[src/rtl/tdm_deser_pkg.sv]
package tdm_deser_pkg;

  typedef enum logic {
    BUS_FALL_MSB = 1'b0,
    BUS_RISE_LSB = 1'b1
  } bus_mode_e;

  function automatic logic pulse_active(input logic raw, input logic mode);
    return (mode == BUS_RISE_LSB) ? raw : ~raw;
  endfunction

endpackage

[src/rtl/tdm_fp_detect.sv]
module tdm_fp_detect
  import tdm_deser_pkg::*;
(
  input  logic clk,
  input  logic rst,
  input  logic bit_en,
  input  logic bus_mode,
  input  logic fp_in,
  output logic frame_hit
);

  logic act_now;
  logic act_prev;

  assign act_now   = pulse_active(fp_in, bus_mode);
  assign frame_hit = bit_en && act_now && !act_prev;

  always_ff @(posedge clk) begin
    if (rst) begin
      act_prev <= 1'b0;
    end else if (bit_en) begin
      act_prev <= act_now;
    end
  end

  // a held pulse yields a single frame start
  p_hit_once_r5: assert property (@(posedge clk) disable iff (rst)
    frame_hit |=> !frame_hit);

endmodule

[src/rtl/tdm_bit_counter.sv]
module tdm_bit_counter #(
  parameter int FRAME_BITS = 4096,
  localparam int POS_W = $clog2(FRAME_BITS)
) (
  input  logic             clk,
  input  logic             rst,
  input  logic             bit_en,
  input  logic             frame_hit,
  output logic [POS_W-1:0] cur_pos,
  output logic             synced,
  output logic             frame_err
);

  localparam logic [POS_W-1:0] LAST_POS = POS_W'(FRAME_BITS - 1);

  logic [POS_W-1:0] cnt;

  assign cur_pos = frame_hit ? '0 : cnt;

  always_ff @(posedge clk) begin
    if (rst) begin
      cnt       <= '0;
      synced    <= 1'b0;
      frame_err <= 1'b0;
    end else if (bit_en) begin
      cnt <= (cur_pos == LAST_POS) ? '0 : cur_pos + 1'b1;
      if (frame_hit) begin
        synced    <= 1'b1;
        frame_err <= synced && (cnt != '0);
      end
    end
  end

  // free wrap at the end of a frame
  p_wrap_r7: assert property (@(posedge clk) disable iff (rst)
    (bit_en && !frame_hit && cnt == LAST_POS) |=> (cnt == '0));

  // a frame start restarts counting at position 0
  p_restart_r8: assert property (@(posedge clk) disable iff (rst)
    frame_hit |=> (cnt == POS_W'(1)));

  // a misplaced pulse once framed raises the error flag
  p_err_set_r8: assert property (@(posedge clk) disable iff (rst)
    (frame_hit && synced && cnt != '0) |=> frame_err);

  // the flag only clears on an on-boundary pulse
  p_err_hold_r8: assert property (@(posedge clk) disable iff (rst)
    (frame_err && !frame_hit) |=> frame_err);

endmodule

[src/rtl/tdm_byte_shifter.sv]
module tdm_byte_shifter
  import tdm_deser_pkg::*;
#(
  parameter int CH_BITS = 8,
  localparam int BIT_W = $clog2(CH_BITS)
) (
  input  logic               clk,
  input  logic               rst,
  input  logic               bit_en,
  input  logic               bus_mode,
  input  logic               sdata,
  input  logic [BIT_W-1:0]   bit_in_ch,
  output logic [CH_BITS-1:0] byte_next,
  output logic               last_bit
);

  localparam logic [BIT_W-1:0] LAST_BIT = BIT_W'(CH_BITS - 1);

  logic [CH_BITS-1:0] sh;
  logic [CH_BITS-1:0] base;

  assign base     = (bit_in_ch == '0) ? '0 : sh;
  assign last_bit = bit_en && (bit_in_ch == LAST_BIT);

  always_comb begin
    if (bus_mode == BUS_RISE_LSB) begin
      byte_next = {sdata, base[CH_BITS-1:1]};
    end else begin
      byte_next = {base[CH_BITS-2:0], sdata};
    end
  end

  always_ff @(posedge clk) begin
    if (rst) begin
      sh <= '0;
    end else if (bit_en) begin
      sh <= byte_next;
    end
  end

  // without a qualifier the partial byte is held
  p_hold_r9: assert property (@(posedge clk) disable iff (rst)
    !bit_en |=> $stable(sh));

endmodule

[src/rtl/tdm_rx_deser.sv]
module tdm_rx_deser
  import tdm_deser_pkg::*;
#(
  parameter int CH_BITS = 8,
  parameter int NUM_CH  = 512,
  localparam int FRAME_BITS = CH_BITS * NUM_CH,
  localparam int POS_W = $clog2(FRAME_BITS),
  localparam int BIT_W = $clog2(CH_BITS),
  localparam int IDX_W = $clog2(NUM_CH)
) (
  input  logic               clk,
  input  logic               rst,
  input  logic               bit_en,
  input  logic               bus_mode,
  input  logic               fp_in,
  input  logic               sdata,
  output logic               ch_valid,
  output logic [CH_BITS-1:0] ch_data,
  output logic [IDX_W-1:0]   ch_idx,
  output logic               frame_start,
  output logic               frame_err
);

  logic               frame_hit;
  logic [POS_W-1:0]   cur_pos;
  logic               synced;
  logic [CH_BITS-1:0] byte_next;
  logic               last_bit;
  logic [IDX_W-1:0]   idx_now;

  tdm_fp_detect u_fp (
    .clk       (clk),
    .rst       (rst),
    .bit_en    (bit_en),
    .bus_mode  (bus_mode),
    .fp_in     (fp_in),
    .frame_hit (frame_hit)
  );

  tdm_bit_counter #(.FRAME_BITS(FRAME_BITS)) u_cnt (
    .clk       (clk),
    .rst       (rst),
    .bit_en    (bit_en),
    .frame_hit (frame_hit),
    .cur_pos   (cur_pos),
    .synced    (synced),
    .frame_err (frame_err)
  );

  tdm_byte_shifter #(.CH_BITS(CH_BITS)) u_sh (
    .clk       (clk),
    .rst       (rst),
    .bit_en    (bit_en),
    .bus_mode  (bus_mode),
    .sdata     (sdata),
    .bit_in_ch (cur_pos[BIT_W-1:0]),
    .byte_next (byte_next),
    .last_bit  (last_bit)
  );

  assign idx_now = cur_pos[POS_W-1:BIT_W];

  always_ff @(posedge clk) begin
    if (rst) begin
      ch_valid    <= 1'b0;
      ch_data     <= '0;
      ch_idx      <= '0;
      frame_start <= 1'b0;
    end else begin
      ch_valid    <= last_bit && (synced || frame_hit);
      frame_start <= last_bit && (synced || frame_hit) && (idx_now == '0);
      if (last_bit) begin
        ch_data <= byte_next;
        ch_idx  <= idx_now;
      end
    end
  end

  // the channel strobe is a single-cycle pulse
  p_valid_pulse_r2: assert property (@(posedge clk) disable iff (rst)
    ch_valid |=> !ch_valid);

  // frame start only accompanies a channel strobe
  p_fs_with_valid_r6: assert property (@(posedge clk) disable iff (rst)
    frame_start |-> (ch_valid && ch_idx == '0));

  // nothing is emitted while unframed
  p_no_valid_unsynced_r9: assert property (@(posedge clk) disable iff (rst)
    ch_valid |-> synced);

endmodule

[config.mk]
export PLATFORM = sky130hd
export DESIGN_NAME = tdm_rx_deser
export DESIGN_NICKNAME = d
export VERILOG_FILES = /design/src/rtl/tdm_deser_pkg.sv /design/src/rtl/tdm_fp_detect.sv /design/src/rtl/tdm_bit_counter.sv /design/src/rtl/tdm_byte_shifter.sv /design/src/rtl/tdm_rx_deser.sv
export SDC_FILE = /design/constraint.sdc
export NUM_CORES = 1
export LEC_CHECK = 0
export BUFFER_PORTS_ARGS = -buffer_cell sky130_fd_sc_hd__buf_2
export CAP_MARGIN = 20
export CORE_MARGIN = 2
export CORE_UTILIZATION = 35
export CTS_BUF_LIST = sky130_fd_sc_hd__clkbuf_8
export CTS_CLUSTER_SIZE = 24
export DETAILED_ROUTE_END_ITERATION = 7
export PLACE_DENSITY_LB_ADDON = 0.2
export SYNTH_ARGS = -nofsm -noshare
export SYNTH_HDL_FRONTEND = slang
export SYNTH_SLANG_ARGS = --single-unit
[constraint.sdc]
create_clock -name clk -period 2.35 [get_ports clk]
set_input_delay 0.3525 -clock clk [delete_from_list [all_inputs] [get_ports clk]]
set_output_delay 0.3525 -clock clk [all_outputs]
set_load 0.01 [all_outputs]
**Yosys cells after proc, flatten, opt, wreduce, memory -nomap -nowiden**

Index checks and enable logic that the tools add are counted.
W data, S select, Z words.

- Bits in registers: 42
- Input bits: 6
- Output and inout port bits: 20
- Word-level logic and storage cells: 30

- $add $sub $neg: 1
- Eq/ne operators: 2
- Multiplexer cells: 5
- Bitwise logic cells: 1
- Reductions and logical operators: 12

Operators by type and width:

| cell | number |
|---|---|
| $mux W12 | 2 |
| $mux W8 | 2 |
| $add A12 B1 Y12 const B | 1 |
| $eq A12 B12 Y1 const B | 1 |
| $reduce_bool A12 Y1 | 1 |
| $logic_not A9 Y1 | 1 |
| $logic_and A1 B1 Y1 | 6 |
| $eq A3 B3 Y1 const B | 1 |
| $logic_not A3 Y1 | 1 |
| $reduce_and A2 Y1 | 1 |
| $logic_not A1 Y1 | 1 |
| $logic_or A1 B1 Y1 | 1 |
| $mux W1 | 1 |
| $not A1 Y1 | 1 |

**Logic depth before layout (Yosys ltp)**

- Depth after elaboration: 9
- Depth in mapped cells: 10
- Depth with buffers taken out: 9

**Cells and area by module**

A second synthesis with hierarchy kept.

- Cells, all modules: 229
- Area, all modules: 2030.7 um2

Modules (own cells, without submodules):

| module | instances | cells an instance | area each (um2) | sequential area each (um2) |
|---|---|---|---|---|
| tdm_bit_counter | 1 | 110 | 862.1 | 280.3 |
| tdm_rx_deser | 1 | 63 | 678.2 | 380.4 |
| tdm_byte_shifter | 1 | 50 | 432.9 | 160.2 |
| tdm_fp_detect | 1 | 6 | 57.6 | 20.0 |

**Worst setup path after synthesis**

OpenSTA, ideal clock, no wires.

- Path kind: input port to flip-flop
- Start point: input port fp_in
- End point: register u_cnt.cnt[9]
- Library setup time: 74 ps
- Data arrival time: 2367 ps
- Data required time: 2276 ps
- Slack: -91 ps
- Stages: 9
- Buffers on the path: 1
- Cell sequence: xnor2_1 > nand2_1 > and2_1 > ha_1 > and3_1 > buf_6 > nand4_1 > or4b_1 > a31oi_1

- Longest elaborated chain between the ends: 7
- Elaborated cells on any way between the ends: 8
- Those cells by class: add/sub (1); eq/ne (1); mux (3); bitwise (1); reduce/logical (2)

RTL lines:

| element | line | source |
|---|---|---|
| start, declared | tdm_rx_deser.sv:15 | `input logic fp_in,` |
| $not A1 Y1 | tdm_deser_pkg.sv:9 | `return (mode == BUS_RISE_LSB) ? raw : ~raw;` |
| $mux W1 * | tdm_deser_pkg.sv:9 |  |
| $logic_and A1 B1 Y1 * (2 in a row) | tdm_fp_detect.sv:16 | `assign frame_hit = bit_en && act_now && !act_prev;` |
| $mux W12 * | tdm_bit_counter.sv:18 | `assign cur_pos = frame_hit ? '0 : cnt;` |
| $add A12 B1 Y12 / $eq A12 B12 Y1 (equally long branches) | tdm_bit_counter.sv:26 | `cnt <= (cur_pos == LAST_POS) ? '0 : cur_pos + 1'b1;` |
| $mux W12 * | tdm_bit_counter.sv:26 |  |
| end signal, assigned | tdm_bit_counter.sv:26 |  |
| end, declared | tdm_bit_counter.sv:16 | `logic [POS_W-1:0] cnt;` |

Mark *: on every way between the ends. The rest lies on a longest branch, timed or not.
A chain may end at the register's enable or synchronous reset.

**Worst setup path after layout**

- Start point: register u_fp.act_prev
- End point: register u_cnt.cnt[9]

- Longest elaborated chain between the ends: 5
- Elaborated cells on any way between the ends: 6
- Those cells by class: add/sub (1); eq/ne (1); mux (2); reduce/logical (2)

RTL lines:

| element | line | source |
|---|---|---|
| start, declared | tdm_fp_detect.sv:13 | `logic act_prev;` |
| start signal, assigned | tdm_fp_detect.sv:22 | `act_prev <= act_now;` |
| $logic_not A1 Y1 * | tdm_fp_detect.sv:16 |  |
| $logic_and A1 B1 Y1 * | tdm_fp_detect.sv:16 |  |
| $mux W12 * | tdm_bit_counter.sv:18 |  |
| $add A12 B1 Y12 / $eq A12 B12 Y1 (equally long branches) | tdm_bit_counter.sv:26 |  |
| $mux W12 * | tdm_bit_counter.sv:26 |  |

Marked as above.

==> metrics.md <==
| Metric | Value |
|---|---|
| Critical path endpoint category | `flop` |
| Final hold violation count | `0` |
| DRT Wirelength | `4925 um` |
| Post-Synthesis Cells | `237` |
| RSZ-0062 raised after global routing | `no` |
| Max clock buf depth | `2` |
| Hold Crit Depth | `3` |
| DR pass1 iterations | `4` |
| Share of synthesized registers carrying an async set or reset | `0%` |
| Hold path endpoint | `u_sh.sh[0]$_SDFFE_PP0P_` |
| # diodes | `0` |
| R2r endpoint | `u_cnt.cnt[9]$_SDFFE_PP0P_` |
| Drt drc | `0` |
| Initial antenna violation count | `0` |
| Sw Share | `25.26%` |
| Power share of the combinational group | `9.1%` |
| Distinct cells, synth | `43` |
| Hold Crit Class | `in -> reg` |
| Overall Global Routing Usage | `16.89%` |
| R2R depth | `8` |
| Final Critical Period | `2.042 ns` |
| Clock sink count | `42` |
| Area growth from synthesis to layout | `15.57%` |
| Crit share post-route | `86.89%` |
| Worst-path clk slew | `roughly 0.08 ns` |
| Crit-path max FO | `5` |
| Drt initial violations | `127` |
| EDFF count, synth | `0` |
| Worst slew pin tran | `0.7644 ns` |
| Share of layout cells above drive strength 1 | `22.01%` |
| Placed cell areas | `about 0.0022 sq mm` |
| Synth Flop Type | `dfxtp_1` |
| Avg Cell Area, Syn | `8.479 sq um` |
| Starting Density | `36.27%` |
| Area of the core | `0.005540 sq mm` |
| Max Freq | `slightly below 500 MHz` |
| Total CTS buffers | `5` |
| CTS resizes | `0` |
| Internal power | `0.0009953 W` |
| Pins Over Slew Limit | `0` |
| Die W | `between 70 and 80 um` |
| Syn nets | `roughly 250` |
| Worst endpoint data arrival time | `2.27 ns` |
| Hold path start | `sdata` |
| Critical path cell sequence | `or2b_2 > nor2_1 > nor2_1 > ha_1 > and3_1 > nand4_1 > or4b_1 > a31oi_1` |
| FF-to-FF setup slack | `0.31 ns` |
| Fin area | `0.002322 sq mm` |
| FF-to-FF Start | `u_fp.act_prev$_SDFFE_PP0P_` |
| Seq/Total Area, Yosys | `41.84%` |
| Avg WL per Cell | `14.49 um` |
| Mapped cell area | `0.002009 sq mm` |
| CTS tree | `built` |
| Post-DP HPWL | `3408 um` |
| Leak pwr | `a little under 0.9 nW` |
| Die Y | `79.77 um` |
| Reg power frac | `between 50% and 60%` |
| Later-pin clock latency in the skew report | `0.30 ns` |
| Yosys warns | `0` |
| Most common cell on crit path | `nor2_1` |
| Post-CTS Setup Bufs | `0` |
| Vias | `1830` |
| H-Tree Depth | `2` |
| Fin nets | `around 280` |
| Worst EP required | `about 2.6 ns` |
| Port Buf Inserts | `25` |
| Rows | `27` |
| Routed Antenna Nets | `0` |
| Pwr dens | `about 570 mW/mm^2` |
| GR Overflow Total | `0` |
| Maxcap violations | `0` |
| Maximum vdd drop | `roughly 270 uV` |
| Most frequent cells in the layout | `dfxtp_1, nand2_1, a21oi_1` |
| Critical Path Slowest Stage Cell | `or4b_1` |
| Commonest non-fill, non-tap cell in the layout | `dfxtp_1` |
| FF+latch count, synth | `42` |
| Die footprint | `between 0.006 and 0.007 sq mm` |
| Root Buffer | `clkbuf_8` |
| Layout Skew | `0.002427 ns` |
| Final setup TNS | `0 ns` |
| Net Switching | `0.0003364 W` |
| Cts hold-fix bufs | `0` |
| Largest net degree at the start of global routing | `43` |
| Startpoint Class | `flop` |
| Max incr delay on CP | `0.43 ns` |
| CP Class | `reg -> reg` |
| Slew margin rel. | `between 40% and 50%` |
| Ports | `26` |
| Placer Congestion | `0.8165` |
| Vias in the first global route | `approximately 1800` |
| Final setup viols | `0` |
| Status | `finished, final reports clean` |
| Via density | `5.382` |
| Fill count | `590` |
| Clock power frac | `around 36%` |
| Global-route wire length before repair | `between 8000 and 9000 um` |
## power groups by stage
stage,combinational (W),sequential [W],clock [W]
2_1_floorplan,0.0000813,0.000742,0
3_3_place_gp,0.000122,0.000744,0
3_5_place_dp,0.000121,0.000744,0
4_1_cts,0.000121,0.000727,0.000501
5_1_grt,0.000135,0.000728,0.000528
6_report,0.000121,0.000727,0.000484
## worst max path at each step
stage               cells past startpoint                   endpoint  slack (ns)                  startpoint
finish                                  8  u_cnt.cnt[9]$_SDFFE_PP0P_        0.31  u_fp.act_prev$_SDFFE_PP0P_
global route                            9  u_cnt.cnt[5]$_SDFFE_PP0P_        0.13  u_fp.act_prev$_SDFFE_PP0P_
CTS                                     8  u_cnt.cnt[9]$_SDFFE_PP0P_        0.32  u_fp.act_prev$_SDFFE_PP0P_
detailed placement                      9  u_cnt.cnt[9]$_SDFFE_PP0P_        0.22                      bit_en
global placement                        9  u_cnt.cnt[9]$_SDFFE_PP0P_        0.24                      bit_en
floorplan                               9  u_cnt.cnt[9]$_SDFFE_PP0P_        0.07                       fp_in
## state kept, by name (all words and copies together), names as in the netlist
| name | cells |
|---|---|
| ch_data | 8 |
| frame_start | 1 |
| u_cnt.synced | 1 |
| u_sh.sh | 8 |
| ch_valid | 1 |
| u_cnt.cnt | 12 |
| ch_idx | 9 |
| u_cnt.frame_err | 1 |
| u_fp.act_prev | 1 |
## synthesized netlist by cell type, drive strengths merged, types with 3 or more instances
library cell   n  share of area, %
a311oi         6               2.6
buf            8               3.4
dfxtp         42                42
and2           4               1.2
clkbuf         9               2.2
nand4          5               1.6
nand2         31               5.8
a21oi         32               8.2
inv            6               1.1
o211ai        17               6.4
ha             3               1.9
nand3         15               3.7
mux2           6               3.4
o21ai          5               1.2
a31oi          4               1.2
nor3           4               1.0
nor2          13               2.4
## cells by family after synthesis
| group | count (synthesis) | share of synthesized area [%] |
|---|---|---|
| AO/OA/AOI/OAI | 72 | 23.29 |
| XOR/XNOR | 3 | 1.308 |
| flip-flops | 42 | 41.84 |
| multiplexers | 6 | 3.362 |
| buffers and inverters | 25 | 7.346 |
| AND/OR/NAND/NOR | 86 | 20.98 |
| adder cells (fa/ha/maj) | 3 | 1.868 |
## cell type report
class	instances	area, sq um	area share (%)
multi-input cells	170	1028	44.29
flip-flops and latches	42	840.8	36.21
repair buffers	41	245.2	10.56
well taps	72	90.09	3.879
clock buffers	6	82.58	3.556
inverters	7	26.28	1.131
clock inverters	2	8.758	0.3772
## routing by layer
metal / GRT usage [%] / vias to the layer above / wire (um)
met4: 7.797 / 0 / 99
met1: 22.05 / 857 / 2339
li1: - / 929 / -
met2: 27.06 / 34 / 2321
met5: 0 / - / 0
met3: 3.054 / 10 / 164
## critical path: cells and delay by family (launching register included)
kind	cells	cell delay (ns)
compound gates	1	0.16
fa+ha+maj	1	0.21
flops	1	0.35
simple gates	6	1.24
## through the flow
step	power (W)	std cells	setup slack [ns]	hold WS, ns	util [%]
global placement	0.0008657	332	0.2400	0.4369	40.27
detailed placement	0.0008643	332	0.2160	0.4430	40.27
floorplan	0.0008229	237	0.07396	0.4486	-
finish	0.001332	340	0.3080	0.3578	41.92
global route	0.001392	340	0.1276	0.3847	41.92
CTS	0.001349	340	0.3195	0.3524	41.92
(Power assumes the default switching activity.)
